`src/rtl/pt_walk_pkg.sv`:
```
package pt_walk_pkg;

  localparam int unsigned LEVELS    = 3;
  localparam int unsigned LVL_NUM_W = 2;
  localparam int unsigned PERM_W    = 3;

  typedef enum logic [2:0] {
    ST_IDLE,
    ST_L1,
    ST_L2,
    ST_L3,
    ST_DONE,
    ST_FAULT
  } walk_state_e;

  typedef enum logic [1:0] {
    ACC_READ     = 2'b00,
    ACC_WRITE    = 2'b01,
    ACC_EXEC     = 2'b10,
    ACC_READ_ALT = 2'b11
  } access_e;

  // Level number carried by a walking state; zero outside a walk.
  function automatic logic [LVL_NUM_W-1:0] state_level(walk_state_e s);
    case (s)
      ST_L1:   return LVL_NUM_W'(1);
      ST_L2:   return LVL_NUM_W'(2);
      ST_L3:   return LVL_NUM_W'(3);
      default: return '0;
    endcase
  endfunction

  // Permission bit that an access kind needs, laid out as {exec, write, read}.
  function automatic logic [PERM_W-1:0] need_mask(access_e a);
    case (a)
      ACC_WRITE: return 3'b010;
      ACC_EXEC:  return 3'b100;
      default:   return 3'b001;
    endcase
  endfunction

endpackage

```
`src/rtl/pt_index_mux.sv`:
```
module pt_index_mux
  import pt_walk_pkg::*;
#(
  parameter int unsigned IDX_W = 10,
  parameter int unsigned NLVL  = LEVELS
) (
  input  logic [IDX_W*NLVL-1:0] vpn,
  input  logic [LVL_NUM_W-1:0]  level,
  output logic [IDX_W-1:0]      idx
);

  logic [IDX_W-1:0] slice [NLVL];

  // Level 1 takes the most significant slice of the virtual page number.
  for (genvar g = 0; g < NLVL; g++) begin : g_slice
    assign slice[g] = vpn[(NLVL-1-g)*IDX_W +: IDX_W];
  end

  always_comb begin
    idx = '0;
    for (int i = 0; i < NLVL; i++) begin
      if (level == LVL_NUM_W'(i + 1)) idx = slice[i];
    end
  end

endmodule

```
`src/rtl/pt_entry_eval.sv`:
```
module pt_entry_eval
  import pt_walk_pkg::*;
#(
  parameter int unsigned PTE_W = 64,
  parameter int unsigned PPN_W = 21
) (
  input  logic [PTE_W-1:0]  pte,
  input  logic              last_level,
  input  access_e           access,
  output logic [PERM_W-1:0] perm,
  output logic [PPN_W-1:0]  ppn,
  output logic              page_fault,
  output logic              prot_fault
);

  localparam int unsigned MID_LO = PERM_W + 1;
  localparam int unsigned MID_HI = PTE_W - PPN_W - 1;

  function automatic logic [PPN_W-1:0] field_ppn(logic [PTE_W-1:0] e);
    return e[PTE_W-1 -: PPN_W];
  endfunction

  function automatic logic [PERM_W-1:0] field_perm(logic [PTE_W-1:0] e);
    return e[PERM_W:1];
  endfunction

  logic              valid;
  logic [PERM_W-1:0] need;
  logic              unused_mid;

  assign valid      = pte[0];
  assign perm       = field_perm(pte);
  assign ppn        = field_ppn(pte);
  assign unused_mid = ^pte[MID_HI:MID_LO];

  // Intermediate entries must allow reading of the next table.
  assign need       = last_level ? need_mask(access) : PERM_W'(1);

  // The valid check comes first: an invalid entry never reports a protection fault.
  assign page_fault = !valid;
  assign prot_fault = valid && ((perm & need) != need);

endmodule

```
`src/rtl/pt_walk_ctrl.sv`:
```
module pt_walk_ctrl
  import pt_walk_pkg::*;
(
  input  logic        clk,
  input  logic        rst_n,
  input  logic        req_valid,
  input  logic        rsp_valid,
  input  logic        ev_page,
  input  logic        ev_prot,
  output walk_state_e state_q,
  output logic        busy,
  output logic        mem_req_valid,
  output logic        accept,
  output logic        rsp_take
);

  walk_state_e state_d;
  logic        sent_q;

  assign busy          = (state_q == ST_L1) || (state_q == ST_L2) || (state_q == ST_L3);
  assign accept        = req_valid && !busy;
  assign mem_req_valid = busy && !sent_q;
  assign rsp_take      = busy && sent_q && rsp_valid;

  always_comb begin
    state_d = state_q;
    case (state_q)
      ST_IDLE, ST_DONE, ST_FAULT: state_d = accept ? ST_L1 : ST_IDLE;
      ST_L1: if (rsp_take) state_d = (ev_page || ev_prot) ? ST_FAULT : ST_L2;
      ST_L2: if (rsp_take) state_d = (ev_page || ev_prot) ? ST_FAULT : ST_L3;
      ST_L3: if (rsp_take) state_d = (ev_page || ev_prot) ? ST_FAULT : ST_DONE;
      default: state_d = ST_IDLE;
    endcase
  end

  always_ff @(posedge clk or negedge rst_n) begin
    if (!rst_n) begin
      state_q <= ST_IDLE;
      sent_q  <= 1'b0;
    end else begin
      state_q <= state_d;
      if (accept || rsp_take) sent_q <= 1'b0;
      else if (mem_req_valid) sent_q <= 1'b1;
    end
  end

  // a read is issued once, then nothing until its response is taken.
  assert_one_outstanding_R3: assert property (@(posedge clk) disable iff (!rst_n)
    mem_req_valid |=> !mem_req_valid);

  // a walk only starts on a request strobe.
  assert_busy_from_req_R1: assert property (@(posedge clk) disable iff (!rst_n)
    $rose(busy) |-> $past(req_valid));

endmodule

```
`src/rtl/pt_walker.sv`:
```
module pt_walker
  import pt_walk_pkg::*;
#(
  parameter int unsigned IDX_W = 10,
  parameter int unsigned PPN_W = 21,
  parameter int unsigned PTE_W = 64,
  localparam int unsigned VPN_W     = IDX_W * LEVELS,
  localparam int unsigned ENTRY_LG2 = $clog2(PTE_W / 8),
  localparam int unsigned PA_W      = PPN_W + IDX_W + ENTRY_LG2
) (
  input  logic                 clk,
  input  logic                 rst_n,
  input  logic                 req_valid,
  input  logic [VPN_W-1:0]     req_vpn,
  input  logic [PPN_W-1:0]     req_base,
  input  logic [1:0]           req_access,
  output logic                 busy,
  output logic                 mem_req_valid,
  output logic [PA_W-1:0]      mem_req_addr,
  input  logic                 mem_rsp_valid,
  input  logic [PTE_W-1:0]     mem_rsp_data,
  output logic                 done_valid,
  output logic [PPN_W-1:0]     done_ppn,
  output logic [PERM_W-1:0]    done_perm,
  output logic                 fault_page,
  output logic                 fault_prot,
  output logic [LVL_NUM_W-1:0] fault_level
);

  // Entry address by concatenation only: table page, index, zero byte offset.
  function automatic logic [PA_W-1:0] entry_addr(logic [PPN_W-1:0] tbl, logic [IDX_W-1:0] ix);
    return {tbl, ix, {ENTRY_LG2{1'b0}}};
  endfunction

  walk_state_e          state_q;
  logic                 accept;
  logic                 rsp_take;
  logic [LVL_NUM_W-1:0] cur_level;
  logic [IDX_W-1:0]     cur_idx;

  logic [VPN_W-1:0]     vpn_q;
  access_e              acc_q;
  logic [PPN_W-1:0]     tbl_ppn_q;
  logic [PPN_W-1:0]     res_ppn_q;
  logic [PERM_W-1:0]    res_perm_q;
  logic [LVL_NUM_W-1:0] flt_level_q;
  logic                 flt_prot_q;

  logic [PERM_W-1:0]    ev_perm;
  logic [PPN_W-1:0]     ev_ppn;
  logic                 ev_page;
  logic                 ev_prot;
  logic                 ev_last;

  assign cur_level = state_level(state_q);
  assign ev_last   = (state_q == ST_L3);

  pt_walk_ctrl u_ctrl (
    .clk          (clk),
    .rst_n        (rst_n),
    .req_valid    (req_valid),
    .rsp_valid    (mem_rsp_valid),
    .ev_page      (ev_page),
    .ev_prot      (ev_prot),
    .state_q      (state_q),
    .busy         (busy),
    .mem_req_valid(mem_req_valid),
    .accept       (accept),
    .rsp_take     (rsp_take)
  );

  pt_index_mux #(
    .IDX_W(IDX_W),
    .NLVL (LEVELS)
  ) u_idx (
    .vpn  (vpn_q),
    .level(cur_level),
    .idx  (cur_idx)
  );

  pt_entry_eval #(
    .PTE_W(PTE_W),
    .PPN_W(PPN_W)
  ) u_eval (
    .pte       (mem_rsp_data),
    .last_level(ev_last),
    .access    (acc_q),
    .perm      (ev_perm),
    .ppn       (ev_ppn),
    .page_fault(ev_page),
    .prot_fault(ev_prot)
  );

  assign mem_req_addr = entry_addr(tbl_ppn_q, cur_idx);

  always_ff @(posedge clk or negedge rst_n) begin
    if (!rst_n) begin
      vpn_q       <= '0;
      acc_q       <= ACC_READ;
      tbl_ppn_q   <= '0;
      res_ppn_q   <= '0;
      res_perm_q  <= '0;
      flt_level_q <= '0;
      flt_prot_q  <= 1'b0;
    end else begin
      if (accept) begin
        vpn_q     <= req_vpn;
        acc_q     <= access_e'(req_access);
        tbl_ppn_q <= req_base;
      end else if (rsp_take) begin
        if (ev_page || ev_prot) begin
          flt_level_q <= cur_level;
          flt_prot_q  <= !ev_page;
        end else begin
          tbl_ppn_q <= ev_ppn;
          if (ev_last) begin
            res_ppn_q  <= ev_ppn;
            res_perm_q <= ev_perm;
          end
        end
      end
    end
  end

  assign done_valid  = (state_q == ST_DONE);
  assign fault_page  = (state_q == ST_FAULT) && !flt_prot_q;
  assign fault_prot  = (state_q == ST_FAULT) && flt_prot_q;
  assign done_ppn    = res_ppn_q;
  assign done_perm   = res_perm_q;
  assign fault_level = flt_level_q;

  // success is only reported right after an entry response.
  assert_done_after_rsp_R8: assert property (@(posedge clk) disable iff (!rst_n)
    done_valid |-> $past(mem_rsp_valid));

  // a fault is only reported right after an entry response.
  assert_fault_after_rsp_R5: assert property (@(posedge clk) disable iff (!rst_n)
    (fault_page || fault_prot) |-> $past(mem_rsp_valid));

endmodule

```
`config.mk`:
```
export PLATFORM = sky130hd
export DESIGN_NAME = pt_walker
export DESIGN_NICKNAME = d
export VERILOG_FILES = /design/src/rtl/pt_walk_pkg.sv /design/src/rtl/pt_index_mux.sv /design/src/rtl/pt_entry_eval.sv /design/src/rtl/pt_walk_ctrl.sv /design/src/rtl/pt_walker.sv
export SDC_FILE = /design/constraint.sdc
export NUM_CORES = 1
export LEC_CHECK = 0
export BUFFER_PORTS_ARGS = -buffer_cell sky130_fd_sc_hd__clkbuf_2
export CAP_MARGIN = 10
export CORE_MARGIN = 10
export CORE_UTILIZATION = 47
export CTS_CLUSTER_DIAMETER = 40
export CTS_CLUSTER_SIZE = 40
export DETAILED_ROUTE_END_ITERATION = 12
export GPL_TIMING_DRIVEN = 0
export PLACE_DENSITY_LB_ADDON = 0.1
export SLEW_MARGIN = 5
export SYNTH_ARGS = -nofsm -noshare
export SYNTH_HDL_FRONTEND = slang
export SYNTH_SLANG_ARGS = --single-unit
```
`constraint.sdc`:
```
create_clock -name clk -period 2.45 [get_ports clk]
set_input_delay 0.6125 -clock clk [delete_from_list [all_inputs] [get_ports clk]]
set_output_delay 0.6125 -clock clk [all_outputs]
set_load 0.02 [all_outputs]
```
Word-level counts from Yosys, hierarchy flattened
Index checks and enable logic that the tools add are counted.
- bits in latches: 0
- logic and storage cells: 69
- flip-flop bits (word level): 84
- output and inout bits: 65
- memories: 0
- ROM bits: 0
- bits in writable memories: 0
- input port bits: 121
- muxes and demuxes: 19
- order comparisons: 0
- $mul: 0
- add/subtract/negate cells: 0
- div/mod/pow operators: 0
- reductions and logical operators: 23
- equality and inequality tests: 15
- shift-type cells: 0
- bitwise logic cells: 3
- operators with widths (operator ; number):
    2-to-1 mux 21 bit ; 3
    2-to-1 mux 10 bit ; 3
    2-to-1 mux 3 bit ; 6
    one-hot mux 3 bit (4 select lines) ; 1
    logical AND 1 bit ; 7
    == test 2 bit (second input constant) ; 3
    == test 3 x 2 -> 1 bit (second input constant) ; 2
    == test 3 bit (second input constant) ; 2
    != test 2 x 1 -> 1 bit (second input constant) ; 3
    one-hot mux 2 bit (3 select lines) ; 1
    one-hot mux 3 bit (2 select lines) ; 1
    AND reduction 3 bit ; 2
    == test 2 x 1 -> 1 bit (second input constant) ; 2
    zero test 1 bit ; 4
    logical OR 1 bit ; 4
    2-to-1 mux 1 bit ; 4
    AND reduction 4 bit ; 1
    nonzero test 2 bit ; 2
    bitwise AND 3 bit ; 1
    == test 3 x 1 -> 1 bit (second input constant) ; 1
    zero test 3 bit ; 1
    != test 3 bit ; 1
    OR reduction 3 bit ; 1
    != test 2 bit (second input constant) ; 1
    2 further kinds ; 3

Logic depth before layout (Yosys ltp)
Gate-level depths: netlist of the first run.
- word-level depth: 10
- depth in mapped cells: 8
- depth with buffers taken out: 6

By module
From an unflattened synthesis of the first run, not the netlist that was laid out.
- cell total of the unflattened synthesis: 299
- area total of the unflattened synthesis: 3913.8 um^2
- modules (own cells, without submodules) (module ; sequential area each (um^2) ; cells each ; times used ; area each (um^2)):
    pt_walker ; 2001.9 ; 213 ; 1 ; 3199.3
    pt_entry_eval ; 0.0 ; 35 ; 1 ; 252.7
    pt_walk_ctrl ; 100.1 ; 27 ; 1 ; 231.5
    pt_index_mux ; 0.0 ; 24 ; 1 ; 230.2

Worst setup path before layout of the first run
OpenSTA, ideal clock, no wires.
- path kind: reg-to-output
- start point: reg u_ctrl.state_q[1]
- end point: out mem_req_addr[3]
- buffers on the path: 2
- arrival: 1360 ps
- path slack: 478 ps
- cell stages (with the launch flop): 7
- required time: 1837 ps
- path through: dfrtp_1 -> buf_6 -> clkbuf_1 -> mux2i_1 -> nor2_1 -> a21oi_1 -> nor2_1
- cells in the longest elaborated chain, start to end: 6
- elaborated cells between the ends (all ways): 10
- those cells by class: eq/ne: 6; mux: 4
- RTL lines (element ; line ; source):
    start, declared ; pt_walk_ctrl.sv:10 ; output walk_state_e state_q,
    start signal, assigned ; pt_walk_ctrl.sv:41 ; state_q <= state_d;
    == test 3 x 2 -> 1 bit / == test 3 x 1 -> 1 bit (equally long branches) ; pt_walk_pkg.sv:25 ; case (s)
    one-hot mux 2 bit (3 select lines) * ; pt_walk_pkg.sv:25 ;
    == test 2 x 1 -> 1 bit ; pt_index_mux.sv:22 ; if (level == LVL_NUM_W'(i + 1)) idx = slice[i];
    2-to-1 mux 10 bit (2 in series) ; pt_index_mux.sv:22 ;
    2-to-1 mux 10 bit * ; pt_index_mux.sv:22 ;
    end, declared ; pt_walker.sv:19 ; output logic [PA_W-1:0] mem_req_addr,
Mark *: on every way between the ends. The rest lies on a longest branch, timed or not.

Final worst setup path of the first run
Ends and elaborated chain as after synthesis.

==> results of run 1 <==
## power by group through the flow
stage,clock network (mW),registers [mW],logic [mW]
floorplan,0,2.78,1.85
global placement,0,2.37,3.22
detailed placement,0,2.41,3.27
CTS,1.12,2.39,3.29
global route,1.18,2.47,3.53
finish,1.08,2.39,3.23
## Yosys cell counts, types with 2 or more instances
| cell type | n | share of area |
|---|---|---|
| a21oi_1 | 15 | 0.019 |
| and3_1 | 2 | 0.0032 |
| buf_2 | 6 | 0.0076 |
| buf_4 | 5 | 0.0095 |
| buf_6 | 4 | 0.011 |
| clkbuf_1 | 3 | 0.0028 |
| dfrtp_1 | 84 | 0.53 |
| ha_1 | 2 | 0.0063 |
| inv_1 | 6 | 0.0057 |
| mux2_2 | 79 | 0.22 |
| mux2_4 | 20 | 0.076 |
| mux2i_1 | 10 | 0.025 |
| nand2_1 | 4 | 0.0038 |
| nand2b_1 | 2 | 0.0032 |
| nor2_1 | 28 | 0.026 |
| o21ai_0 | 2 | 0.0025 |
## metal layers
layer  track usage  vias up  routed length, um
met5             0        -                  0
met4        0.0608        0                193
met3        0.0499       17                747
met2         0.262       97               4800
met1         0.182     1343               4260
li1              -     1348                  -
## kinds of logic after synthesis
| group | Yosys count | share of synthesized area |
|---|---|---|
| multiplexers | 110 | 0.328 |
| flip-flops | 84 | 0.530 |
| AND/OR/NAND/NOR | 44 | 0.0517 |
| AO/OA/AOI/OAI | 27 | 0.0448 |
| buffers and inverters | 26 | 0.0388 |
| adder cells (fa/ha/maj) | 2 | 0.00630 |
| other | 1 | 0.000945 |
## layout make-up
cell class	count	area share
Inverter	7	0.00516
Clock buffer	12	0.0285
Timing Repair Buffer	144	0.147
Buffer	19	0.0273
Sequential cell	84	0.413
Multi-Input combinational cell	186	0.339
Clock inverter	4	0.0143
Tap cell	105	0.0258
## worst max-delay path, stage by stage (launching register included)
cell and delay [ns]:
dfrtp_1 0.35, buf_6 0.16, clkbuf_4 0.26, mux2i_1 0.21
nor2_1 0.06, a21oi_1 0.12, nor2_1 0.05, clkbuf_2 0.16
## state kept, by name, summed over array words and instances, names as in the netlist
| signal | cells |
|---|---|
| acc_q | 2 |
| tbl_ppn_q | 21 |
| vpn_q | 30 |
| u_ctrl.sent_q | 1 |
| done_ppn | 21 |
| fault_level | 2 |
| flt_prot_q | 1 |
| done_perm | 3 |
| u_ctrl.state_q | 3 |
## per-stage QoR
step | cell area (um2) | utilization | hold WS (ns) | instances | worst slack (ns)
global placement | 4820 | 0.587 | 0.470 | 544 | -0.166
floorplan | 3980 | - | 0.317 | 296 | 0.478
finish | 5090 | 0.619 | 0.261 | 561 | 0.121
CTS | 5080 | 0.618 | 0.271 | 561 | 0.00552
detailed placement | 4850 | 0.591 | 0.479 | 545 | 0.146
global route | 5090 | 0.619 | 0.289 | 561 | 0.00684
## how the worst max path moves through the flow
stage | endpoint | from | cells past startpoint | slack, ns
after global placement | done_ppn[20]$_DFFE_PN0P_ | rst_n | 1 | -0.17
after global routing | mem_req_addr[6] | u_ctrl.state_q[1]$_DFFE_PN0P_ | 7 | 0.007
after floorplan | mem_req_addr[3] | u_ctrl.state_q[1]$_DFFE_PN0P_ | 6 | 0.48
after detailed placement | mem_req_addr[6] | u_ctrl.state_q[1]$_DFFE_PN0P_ | 7 | 0.15
after CTS | mem_req_addr[6] | u_ctrl.state_q[1]$_DFFE_PN0P_ | 7 | 0.006
final | mem_req_addr[3] | u_ctrl.state_q[1]$_DFFE_PN0P_ | 7 | 0.12
==> reports/qor.yml, run 1 <==
asyncSetResetFlopFracSynth: 1.00
drt_pass1_iterations: 4
rsz0062_at_grt: "no"
post_synth_inst_count: 294
io-pin-count: 186
final_global_route_overflow_total: 0
largest_voltage_drop_on_the_vdd_net_v: 0.000620
cp-end-kind: "output pin"
yosysUniqueCellTypes: 38
number_of_warnings_reported_in_the_yosys_synthesis_log: 0
place_hpwl_um: 7700
synth_sequential_area_ratio: 0.530
gr-usage-all-layers: 0.156
netlist_area_um2: 3970
area_delta_synth_final_pct: 28.2
max_freq_mhz: 429
critPathLaunchType: "flop"
num_rows: 33
tritoncts: "done"
nets: 574
reg2regPathDepth: 7
area_of_the_multi_input_gates_um2: 1730
fin_skew_ns: 0.00913
fin_crit_ns: 2.33
port_buffers: 143
holdBufCountCts: 0
drc_errors: 0
die-area_um2: 12500
drv_cap: 0
area_of_the_placeable_core_um2: 8220
reg2reg_start: "acc_q[0]$_DFFE_PN0P_"
critical_path_class: "flop to output pin"
post_drt_wl_per_cell_um: 17.8
cts.reportedPaths.clkPinSlew_ns: 0.08
worstReg2RegEnd: "tbl_ppn_q[9]$_DFFE_PN0P_"
commonest_cells_after_routing_fill_and_taps_aside: "clkbuf_2, dfrtp_1, mux2_2"
synth_enable_flop_cells: 0
syn-mean-instance-area_um2: 13.5
drt-vias-per-instance: 5.00
slew_viol_final: 0
min_path_type: "input pin to async pin"
cell_leakage_power_nw: 2.55
drt_iter0_drc: 67
timing.max_slew.rel_slack: 0.636
clock_sink_count: 84
tns_setup_ns: 0
rrSetupSlack_ns: 0.27
switching_power_mw: 2.57
status: "complete, no violations"
arrival_ns: 1.72
final_number_of_setup_violating_endpoints: 0
initial_core_util: 0.483
place.gp.congestion: 0.785
cts_h_tree_depth: 3
synth.ff_latch_count: 84
pin_count_of_the_biggest_net_entering_global_routing: 49
worst_skew_pair.late_latency_ns: 0.35
internal_cell_power_mw: 4.13
total_power_mw: 6.70
cts_root_buf: "clkbuf_8"
cts_buf_count: 9
grt_antenna_before_repair: 0
drive_above_1_share: 0.621
actual_transition_at_the_worst_max_transition_pin_ns: 0.546
nFillCells: 709
wire_length_of_the_first_global_routing_pass_um: 15800
via_count_of_the_first_global_routing_pass: 3142
post-cts-setup-buffer-count: 0
antenna_cell_count: 0
clockPowerShare: 0.161
worstPathMaxFanout: 10
fp.dieH_um: 112
overall_via_count_from_detail_route: 2805
hold_violations: 0
power.sequential.fraction: 0.356
comb_power_share: 0.483
power_density_nw_per_um2: 1320
wirelength_um: 10000
drtAntennaViolNets: 0
fin_crit_sh: 0.950
cts-root-to-sink-buffers: 2
synth-main-ff-cell: "dfrtp_1"
die-width_um: 112
p_sw_frac: 0.383
cts_resized: 3
ff_latch_area_um2: 2100
crit_path_required_time_ns: 1.84
layout.cells.most_common: "clkbuf_2"
Power figures use the tool's default switching activity.
==> run 2, diff against run 1 <==
--- a/config.mk
+++ b/config.mk
@@ -9,11 +9,13 @@
 export CAP_MARGIN = 10
 export CORE_MARGIN = 10
 export CORE_UTILIZATION = 47
+export CTS_BUF_LIST = sky130_fd_sc_hd__clkbuf_16
 export CTS_CLUSTER_DIAMETER = 40
 export CTS_CLUSTER_SIZE = 40
 export DETAILED_ROUTE_END_ITERATION = 12
 export GPL_TIMING_DRIVEN = 0
 export PLACE_DENSITY_LB_ADDON = 0.1
+export RECOVER_POWER = 100
 export SLEW_MARGIN = 5
 export SYNTH_ARGS = -nofsm -noshare
 export SYNTH_HDL_FRONTEND = slang
==> run 2 against run 1 <==
Effect of this change: sequential share of layout area up 0.26 points; clock skew down 0.00068 ns; global-route usage up 0.067 points; flip-flop and latch count unchanged; via count up 0.25%; worst hold slack better by 0.14 ns; cell count unchanged; non-clock buffer count unchanged; utilization down 0.38 points; critical path depth up 1; design area down 0.61%; clock power up 31%; critical path type is now flop to flop; critical endpoint is now done_ppn[1]$_DFFE_PN0P_; largest cell class unchanged.
==> reports/qor.yml, run 2 (synthesis results as in run 1) <==
power_density_nw_per_um2: 1360  # +3.7%
critical_path_class: "flop to flop"
cell_leakage_power_nw: 2.42  # -5.1%
cts_resized: 3  # unchanged
timing.critical_path.cells: "inv_1, ha_1, and4bb_1, o211ai_1, and4b_1, buf_6, clkbuf_2, mux2_4"
die-area_um2: 12500  # unchanged
crit_path_required_time_ns: 2.67  # +0.83 ns
cts_h_tree_depth: 3  # unchanged
nFillCells: 730  # +3.0%
final_global_route_overflow_total: 0  # unchanged
arrival_ns: 2.55  # +0.83 ns
via_count_of_the_first_global_routing_pass: 3117  # -0.80%
place_hpwl_um: 7700  # unchanged
rsz0062_at_grt: "no"
drv_cap: 0  # unchanged
port_buffers: 143  # unchanged
cts_root_buf: "clkbuf_16"
worst_skew_pair.late_latency_ns: 0.34  # about the same
tritoncts: "done"
instances_no_fill: 561  # unchanged
num_rows: 33  # unchanged
fp.dieH_um: 112  # unchanged
cts.reportedPaths.clkPinSlew_ns: 0.06  # -0.02 ns
drive_above_1_share: 0.496  # -0.125
die-width_um: 112  # unchanged
drt_pass1_iterations: 4  # unchanged
critical-path-max-stage-delay_ns: 0.37  # +0.02 ns
timing.max_slew.rel_slack: 0.233  # -0.403
clock_sink_count: 84  # unchanged
max_freq_mhz: 428  # -0.31%
holdBufCountCts: 0  # unchanged
grt_antenna_before_repair: 0  # unchanged
max_flop_register: "vpn_q"
drc_errors: 0  # unchanged
antenna_cell_count: 0  # unchanged
post_drt_wl_per_cell_um: 17.9  # +0.30%
cts-root-to-sink-buffers: 2  # unchanged
hold_violations: 0  # unchanged
flip_flop_count_of_the_largest_register_after_layout: 30  # unchanged
drtAntennaViolNets: 0  # unchanged
fin_hold_ws_ns: 0.396  # +0.135 ns
overall_via_count_from_detail_route: 2812  # +0.25%
wirelength_um: 10000  # +0.30%
post-cts-setup-buffer-count: 0  # unchanged
layout.cells.most_common: "clkbuf_2"
fin_crit_sh: 0.953  # +0.00292
cts_buf_count: 9  # unchanged
worstPathMaxFanout: 10  # unchanged
final_number_of_setup_violating_endpoints: 0  # unchanged
min_path_type: "input pin to async pin"
actual_transition_at_the_worst_max_transition_pin_ns: 1.15  # +0.605 ns
commonest_cells_after_routing_fill_and_taps_aside: "clkbuf_2, dfrtp_1, mux2_2"
nets: 574  # unchanged
cp-end-kind: "flop"
area_delta_synth_final_pct: 27.5
largest_voltage_drop_on_the_vdd_net_v: 0.000628  # +1.1%
place.gp.congestion: 0.785  # unchanged
drt_iter0_drc: 63  # -6.0%
fin_skew_ns: 0.00844  # -0.000681 ns
gr-usage-all-layers: 0.157  # +0.000673
drt-vias-per-instance: 5.01  # +0.25%
slew_viol_final: 0  # unchanged
io-pin-count: 186  # unchanged
critPathLaunchType: "flop"
area_of_the_placeable_core_um2: 8220  # unchanged
wire_length_of_the_first_global_routing_pass_um: 15800  # about the same
fin_crit_ns: 2.34  # +0.00715 ns
initial_core_util: 0.483  # unchanged
pin_count_of_the_biggest_net_entering_global_routing: 49  # unchanged
crit_slowest_cell: "dfrtp_1"
status: "complete, no violations"
placed_cells: 545  # unchanged
-- run 2: cell types whose count changed in the layout (fill, tap and decap cells not counted), sizes merged --
| cell | previous run | this run |
|---|---|---|
| clkbuf | 159 | 162 |
| clkinv | 1 | 2 |
| buf | 16 | 10 |
| inv | 7 | 9 |
-- run 2: report_power, final --
group	switching (mW)	internal (mW)
sequential	0.337	2.05
combinational	1.75	1.36
clock	0.528	0.880
total	2.61	4.29
-- run 2: area by class of cell --
class | instances | area, um2 | share of cell area
multi-input combinational | 186 | 1710 | 0.338
clock inverter | 7 | 83.8 | 0.0166
clock buffer | 9 | 225 | 0.0445
inverter | 7 | 26.3 | 0.00519
sequential | 84 | 2100 | 0.416
buffer | 19 | 124 | 0.0245
timing repair buffer | 144 | 657 | 0.130
tap | 105 | 131 | 0.0260
-- run 2: per-stage QoR --
step	setup WS (ns)	setup TNS, ns	power [mW]	instance area, um2	util
final	0.114	0	6.90	5060	0.616
after global routing	0.0203	0	7.37	5060	0.616
after CTS	0.0350	0	7.12	5170	0.629
after detailed placement	0.146	0	5.68	4850	0.591
after global placement	-0.166	-13.56	5.59	4820	0.587
after floorplan	0.478	0	4.63	3980	-
-- run 2: path summary, 6_finish.rpt --
path                            slack [ns]                  endpoint                      from  depth (start not counted)
worst max-delay path                  0.11   done_ppn[1]$_DFFE_PN0P_      acc_q[0]$_DFFE_PN0P_                          8
worst min-delay path                  0.40    flt_prot_q$_DFFE_PN0P_                     rst_n                          1
worst max register to register        0.11   done_ppn[1]$_DFFE_PN0P_      acc_q[0]$_DFFE_PN0P_                          8
worst min register to register        0.49  done_perm[2]$_DFFE_PN0P_  done_perm[2]$_DFFE_PN0P_                          1
max in group asynchronous             0.41  done_ppn[16]$_DFFE_PN0P_                     rst_n                          2
min in group clk                      0.49  done_perm[2]$_DFFE_PN0P_  done_perm[2]$_DFFE_PN0P_                          1
-- run 2: routing by layer --
metal,vias up,GRT usage,share of wire
li1,1356,-,-
met1,1357,0.183,0.43
met2,89,0.263,0.49
met3,10,0.0564,0.069
met4,0,0.0488,0.011
met5,-,0,0
-- run 2: critical path: cells and delay by family, from the launching register on --
family | cells | cell delay (ns)
AND/OR/NAND/NOR | 2 | 0.56
buffers and inverters | 3 | 0.53
adder cells (fa/ha/maj) | 1 | 0.29
AO/OA/AOI/OAI | 1 | 0.13
flip-flops | 1 | 0.37
multiplexers | 1 | 0.34
